**src/rtl/nvs_pkg.sv**
```systemverilog
// Shared constants and types for the nonvolatile SRAM command sequencer.
// Assumes addresses are compared on 16 bits.
package nvs_pkg;

    localparam int SEQ_LEN = 6;

    localparam logic [15:0] LAST_OFF = 16'h8B45;
    localparam logic [15:0] LAST_ON  = 16'h4B46;

    // Address expected at step i (0..SEQ_LEN-2); the final step is LAST_OFF/LAST_ON.
    function automatic logic [15:0] seq_addr(input int unsigned i);
        case (i)
            0:       return 16'h4E38;
            1:       return 16'hB1C7;
            2:       return 16'h83E0;
            3:       return 16'h7C1F;
            4:       return 16'h703F;
            default: return 16'h0000;
        endcase
    endfunction

    typedef enum logic [1:0] {
        ST_IDLE    = 2'd0,
        ST_RESTORE = 2'd1,
        ST_SAVE    = 2'd2
    } nvs_state_e;

    typedef enum logic [1:0] {
        CMD_NONE     = 2'd0,
        CMD_AUTO_OFF = 2'd1,
        CMD_AUTO_ON  = 2'd2
    } nvs_cmd_e;

endpackage

```
**src/rtl/nvs_cmd_match.sv**
```systemverilog
// Read-address command matcher.
// Tracks progress through the six-read command run. It emits a one-cycle
// command code in the cycle of the sixth matching read.
// Assumes rd_hit and wr_hit are never both high.
module nvs_cmd_match
    import nvs_pkg::*;
(
    input  logic        clk,
    input  logic        rst_n,
    input  logic        rd_hit,
    input  logic        wr_hit,
    input  logic [15:0] addr16,
    output nvs_cmd_e    cmd
);
    localparam int SW = $clog2(SEQ_LEN);
    localparam logic [SW-1:0] LAST_STAGE = SW'(SEQ_LEN - 1);

    logic [SW-1:0]        stage_q;
    logic [SW-1:0]        stage_d;
    logic [SEQ_LEN-2:0]   step_hit;

    // One comparator per fixed step of the run.
    for (genvar i = 0; i < SEQ_LEN - 1; i++) begin : g_step
        assign step_hit[i] = (addr16 == seq_addr(i));
    end

    // Next stage and command decode.
    always_comb begin
        cmd     = CMD_NONE;
        stage_d = stage_q;
        if (wr_hit) begin
            stage_d = '0;
        end else if (rd_hit) begin
            if (stage_q == LAST_STAGE) begin
                if (addr16 == LAST_OFF) begin
                    cmd = CMD_AUTO_OFF;
                end else if (addr16 == LAST_ON) begin
                    cmd = CMD_AUTO_ON;
                end
                stage_d = step_hit[0] ? SW'(1) : '0;
            end else if (step_hit[stage_q]) begin
                stage_d = stage_q + SW'(1);
            end else begin
                stage_d = step_hit[0] ? SW'(1) : '0;
            end
        end
    end

    // Stage register.
    always_ff @(posedge clk) begin
        if (!rst_n) begin
            stage_q <= '0;
        end else begin
            stage_q <= stage_d;
        end
    end

endmodule

```
**src/rtl/nvs_wr_gate.sv**
```systemverilog
// Write lockout gate.
// Locks writes when both enables are low at reset or when an arm pulse
// arrives. Unlocks on a falling edge of either enable. Low supply blocks
// writes at all times.
// Assumes arm is a one-cycle pulse at the end of a save or restore.
module nvs_wr_gate (
    input  logic clk,
    input  logic rst_n,
    input  logic ce_n,
    input  logic we_n,
    input  logic arm,
    input  logic low_vdd,
    output logic wr_ok
);
    logic ce_prev;
    logic we_prev;
    logic lock_q;
    logic fall;

    assign fall  = (ce_prev && !ce_n) || (we_prev && !we_n);
    assign wr_ok = !low_vdd && (!lock_q || fall);

    // Enable history and lock state.
    always_ff @(posedge clk) begin
        if (!rst_n) begin
            ce_prev <= ce_n;
            we_prev <= we_n;
            lock_q  <= !ce_n && !we_n;
        end else begin
            ce_prev <= ce_n;
            we_prev <= we_n;
            if (arm) begin
                lock_q <= !ce_n && !we_n;
            end else if (fall) begin
                lock_q <= 1'b0;
            end
        end
    end

endmodule

```
**src/rtl/nvs_store.sv**
```systemverilog
// Register model of the SRAM array and its nonvolatile shadow.
// Word writes, a whole-array clear, shadow-to-array load and
// array-to-shadow copy. The read port is combinational.
// Assumes at most one of clear_arr, load_arr and wr_en is high per cycle.
module nvs_store #(
    parameter int DW    = 8,
    parameter int DEPTH = 64,
    localparam int IW   = $clog2(DEPTH)
) (
    input  logic          clk,
    input  logic          rst_n,
    input  logic          wr_en,
    input  logic [IW-1:0] wr_idx,
    input  logic [DW-1:0] wr_data,
    input  logic [IW-1:0] rd_idx,
    input  logic          clear_arr,
    input  logic          load_arr,
    input  logic          save_arr,
    output logic [DW-1:0] rd_data
);
    logic [DW-1:0] arr_w [DEPTH];

    for (genvar g = 0; g < DEPTH; g++) begin : g_word
        logic [DW-1:0] word_q;
        logic [DW-1:0] shadow_q;

        // Array word: clear, load, then host write, in that priority.
        always_ff @(posedge clk) begin
            if (!rst_n) begin
                word_q <= '0;
            end else if (clear_arr) begin
                word_q <= '0;
            end else if (load_arr) begin
                word_q <= shadow_q;
            end else if (wr_en && (wr_idx == IW'(g))) begin
                word_q <= wr_data;
            end
        end

        // Shadow word: changes only on a save.
        always_ff @(posedge clk) begin
            if (!rst_n) begin
                shadow_q <= '0;
            end else if (save_arr) begin
                shadow_q <= word_q;
            end
        end

        assign arr_w[g] = word_q;
    end

    assign rd_data = arr_w[rd_idx];

endmodule

```
**src/rtl/nvs_seq_top.sv**
```systemverilog
// Nonvolatile SRAM command sequencer, top level.
// Samples the host bus once per clock. Runs save and restore cycles,
// keeps the automatic-save flag and its shadow copy, and routes reads
// and writes to the store.
// Assumes AW >= 16 and that request inputs are one-cycle pulses.
module nvs_seq_top
    import nvs_pkg::*;
#(
    parameter int AW          = 16,
    parameter int DW          = 8,
    parameter int DEPTH       = 64,
    parameter int RESTORE_CYC = 8,
    parameter int SAVE_CYC    = 6
) (
    input  logic          clk,
    input  logic          rst_n,
    input  logic          ce_n,
    input  logic          we_n,
    input  logic          oe_n,
    input  logic [AW-1:0] addr,
    input  logic [DW-1:0] wdata,
    input  logic          low_vdd,
    input  logic          save_req,
    input  logic          restore_req,
    input  logic          pwr_up,
    output logic [DW-1:0] rdata,
    output logic          rvalid,
    output logic          busy,
    output logic          auto_en
);
    localparam int IW     = $clog2(DEPTH);
    localparam int MAXCYC = (RESTORE_CYC > SAVE_CYC) ? RESTORE_CYC : SAVE_CYC;
    localparam int CW     = $clog2(MAXCYC + 1);

    nvs_state_e    st_q;
    logic [CW-1:0] cnt_q;
    logic          shadow_auto_q;
    logic          idle;
    logic          go_restore;
    logic          go_save;
    logic          acc;
    logic          rd_acc;
    logic          wr_try;
    logic          wr_ok;
    logic          wr_en;
    logic          done;
    logic          load_arr;
    logic          save_arr;
    nvs_cmd_e      cmd;
    logic [DW-1:0] store_rd;

    assign idle       = (st_q == ST_IDLE);
    assign go_restore = idle && (pwr_up || restore_req);
    assign go_save    = idle && !go_restore && save_req && !low_vdd;
    assign acc        = idle && !go_restore && !go_save && !ce_n;
    assign rd_acc     = acc && we_n && !oe_n;
    assign wr_try     = acc && !we_n;
    assign wr_en      = wr_try && wr_ok;
    assign done       = !idle && (cnt_q == '0);
    assign load_arr   = done && (st_q == ST_RESTORE);
    assign save_arr   = done && (st_q == ST_SAVE);
    assign busy       = !idle;

    // Save and restore sequencing with a cycle counter.
    always_ff @(posedge clk) begin
        if (!rst_n) begin
            st_q  <= ST_IDLE;
            cnt_q <= '0;
        end else if (go_restore) begin
            st_q  <= ST_RESTORE;
            cnt_q <= CW'(RESTORE_CYC - 1);
        end else if (go_save) begin
            st_q  <= ST_SAVE;
            cnt_q <= CW'(SAVE_CYC - 1);
        end else if (!idle) begin
            if (cnt_q == '0) begin
                st_q <= ST_IDLE;
            end else begin
                cnt_q <= cnt_q - CW'(1);
            end
        end
    end

    // Automatic-save flag: power-up reload first, then commands.
    always_ff @(posedge clk) begin
        if (!rst_n) begin
            auto_en <= 1'b1;
        end else if (go_restore && pwr_up) begin
            auto_en <= shadow_auto_q;
        end else if (cmd == CMD_AUTO_OFF) begin
            auto_en <= 1'b0;
        end else if (cmd == CMD_AUTO_ON) begin
            auto_en <= 1'b1;
        end
    end

    // Shadow copy of the flag, written only by a completed save.
    always_ff @(posedge clk) begin
        if (!rst_n) begin
            shadow_auto_q <= 1'b1;
        end else if (save_arr) begin
            shadow_auto_q <= auto_en;
        end
    end

    // Registered read return.
    always_ff @(posedge clk) begin
        if (!rst_n) begin
            rvalid <= 1'b0;
            rdata  <= '0;
        end else begin
            rvalid <= rd_acc;
            if (rd_acc) begin
                rdata <= store_rd;
            end
        end
    end

    nvs_cmd_match u_match (
        .clk    (clk),
        .rst_n  (rst_n),
        .rd_hit (rd_acc),
        .wr_hit (wr_try),
        .addr16 (addr[15:0]),
        .cmd    (cmd)
    );

    nvs_wr_gate u_gate (
        .clk     (clk),
        .rst_n   (rst_n),
        .ce_n    (ce_n),
        .we_n    (we_n),
        .arm     (done),
        .low_vdd (low_vdd),
        .wr_ok   (wr_ok)
    );

    nvs_store #(
        .DW    (DW),
        .DEPTH (DEPTH)
    ) u_store (
        .clk       (clk),
        .rst_n     (rst_n),
        .wr_en     (wr_en),
        .wr_idx    (addr[IW-1:0]),
        .wr_data   (wdata),
        .rd_idx    (addr[IW-1:0]),
        .clear_arr (go_restore),
        .load_arr  (load_arr),
        .save_arr  (save_arr),
        .rd_data   (store_rd)
    );

endmodule

```
**config.mk**
```make
export PLATFORM = sky130hd
export DESIGN_NAME = nvs_seq_top
export DESIGN_NICKNAME = d
export VERILOG_FILES = /design/src/rtl/nvs_pkg.sv /design/src/rtl/nvs_cmd_match.sv /design/src/rtl/nvs_wr_gate.sv /design/src/rtl/nvs_store.sv /design/src/rtl/nvs_seq_top.sv
export SDC_FILE = /design/constraint.sdc
export NUM_CORES = 2
export LEC_CHECK = 0
export CORE_UTILIZATION = 65
export DETAILED_ROUTE_END_ITERATION = 16
export PLACE_DENSITY = 0.82
export SYNTH_ARGS = -nofsm -noshare
export SYNTH_HDL_FRONTEND = slang
export SYNTH_HIERARCHICAL = 1
export SYNTH_SLANG_ARGS = --single-unit
```
**constraint.sdc**
```tcl
create_clock -name clk -period 5.6 [get_ports clk]
set_input_delay 0.84 -clock clk [delete_from_list [all_inputs] [get_ports clk]]
set_output_delay 0.84 -clock clk [all_outputs]
set_load 0.05 [all_outputs]
```
==> run metrics <==
run status finished, final reports clean; Routed Antenna Nets 0; Post-synth EDFFs 1; Final WS setup 1.290 ns; Synth top cells by count dfxtp_1 (1046), nand2_1 (602), a21oi_1 (587), nor2b_1 (531), mux2i_1 (526); DR WL/cell 22.28 um; Die W 264.5 um; DRT Pass-1 Iters 6; final WL 119500 um; All-Layer GR Usage approximately 33%; final hold violations 0; Hold/Removal Path Class flop to flop; Slew HR 18.63%; Area growth syn-to-layout 9.398%; Async S/R FF share, synth 0%; CTS tree yes; Die H 264.5 um; Post-CTS Setup Bufs 0; arrival time worst endpoint 4.81 ns; clk slew on worst S/H paths 0.07 ns; clk_lat worst skew 0.66 ns; GP Congestion slightly below 0.9; cts hold-fix bufs 0; die area 69960 um2; critical-path maximum fanout 17; via/cell ratio 6.556; max cap viols 0; Setup WS pre-CTS 0.9849 ns; Seq/Total Area, Yosys 46.82%; layout cells sized above 1 8.599%; drt drc 0; Pins Over Slew Limit 0; num rows 95; share of the synthesized area in the top cell type 46.76%; CTS sink count about 1.0k; clock buffer depth 3; Gate Count Post-Synth 4563; IO Count 44; Tightest Pin Transition 1.221 ns; dominant cells by area after synthesis dfxtp_1 (47%), mux2i_1 (12%), a22oi_1 (8.6%); Worst Path Required 6.10 ns; grt ovf 0; CP max-delay cell and3b_1; worst-path cell chain clkdlybuf4s50_1, nor4_1, nand2b_1, nor4b_1, and3b_1, buf_4, a21oi_1, a211oi_1, nor3_1; core area 67630 um2; post-synth top area cell dfxtp_1; crit start category input pin; design area 49000 um2; Initial Util 66.22%; Clock Skews 0.02611 ns; via count 35.16k; most common cell in the netlist dfxtp_1; largest net degree at the start of global routing 238; Syn Area/Cell 9.815 um2; endpoints failing setup 0; H-tree depth 3; mapped cell area 44790 um2; number of global-route vias before repair 33.33k; fill count approximately 4.7k; crit path time final 4.310 ns; total CTS buffers 103; FF+latch area 20970 um2; multi-input logic area 22450 um2; Top FF cell, synth dfxtp_1; root buf cell clkbuf_16; initial antenna violation count 0; power density over the cells 327.3 nW/um2; kind of critical path input pin to flop; CTS resizes 0; first-pass GRT wire length ~190000 um; initial drt markers 4546; Worst Setup End Kind flop; fmax 0.2320 GHz; port buffer count 43; number of synthesis warnings 6; Cell variety after synth 58; slowest cell delay on critical path 0.92 ns; peak supply drop 0.0002298 V; placed cell area 45540 um2; unrepaired setup endpoints after global routing false; post-synthesis sequential element count 1047; Final nets 4438; setup TNS 0 ns; fin crit share between 70% and 80%; post-DP HPWL 68160 um; Lkg Pwr 14.83 nW; Syn Nets 4599
## logic make-up (layout without fill, tap and decap cells)
logic type      after synthesis  after routing  synth area share, %
mux                         654            654                18.19
other cells                   0              1                    0
simple gates               1229           1229                13.97
compound gates             1258           1258                17.67
flops                      1047           1047                46.82
fa+ha+maj                     4              4               0.1062
buf+inv                     371            297                3.232
## sequential cells by signal, summed over array words and instances (netlist names), 2 cells and up
register and cells:
u_match/stage_q 3, st_q 2, u_store/g_word.word_q 512, cnt_q 4
u_store/g_word.shadow_q 512, rdata 8
## cells in the final DEF (no fill, tap or decap), drive strengths merged, types with 10 or more instances in the layout
cell type,n
clkinv,28
a21oi,587
inv,10
a211oi,15
clkbuf,154
nor3,18
mux4,128
nor2b,531
a21o,64
mux2i,526
buf,58
nand2,602
clkdlybuf4s50,38
a22oi,512
o21ai,21
o22ai,22
nor2,22
nand2b,15
dfxtp,1046
## final cells by class
type	instances	share of cell area (%)
Antenna cell	1	0.005107
Clock buffer	154	6.251
Clock inverter	38	0.7942
Inverter	9	0.06895
Multi-Input combinational cell	3145	45.83
Sequential cell	1047	42.80
Tap cell	873	2.229
Timing Repair Buffer	96	2.023
## where the power goes
part	total (mW)	leakage, nW	switching [mW]	internal, mW
Combinational	1.40	4.67	1.01	0.386
Clock	7.02	1.72	2.92	4.10
Sequential	7.62	8.44	0.0799	7.54
## per-layer routing
| layer | vias up | share of wire [%] | routed length (um) | track usage, % |
|---|---|---|---|---|
| met2 | 1707 | 46 | 54640 | 51.68 |
| met3 | 231 | 8.6 | 10270 | 5.118 |
| met5 | - | 0 | 0 | 0 |
| met4 | 0 | 3.0 | 3550 | 11.74 |
| met1 | 17130 | 43 | 51040 | 47.11 |
| li1 | 16090 | - | - | - |
## per-stage QoR
stage,power [mW],instances,hold WS (ns),util (%)
2_1_floorplan,8.679,4563,0.4641,-
3_3_place_gp,9.112,5170,0.4434,67.34
3_5_place_dp,9.130,5170,0.4523,67.34
4_1_cts,16.03,5362,0.4613,72.44
5_1_grt,16.48,5362,0.4776,72.44
6_report,16.04,5363,0.4603,72.44
## final timing paths
path         cells past startpoint  slack [ns]                            to         from
max                              9        1.29  u_store/g_word[19].word_q[6]  restore_req
min                              2        0.46                      rdata[4]     rdata[4]
max reg2reg                      8        1.46  u_store/g_word[19].word_q[6]      st_q[0]
min reg2reg                      2        0.46                      rdata[4]     rdata[4]
## critical path: cells and delay by family
kind	cells	cell delay, ns
AND/OR/NAND/NOR	5	2.50
buffers and inverters	2	0.84
AO/OA/AOI/OAI	2	0.63
Note: power is estimated with default switching activity, not from simulation.
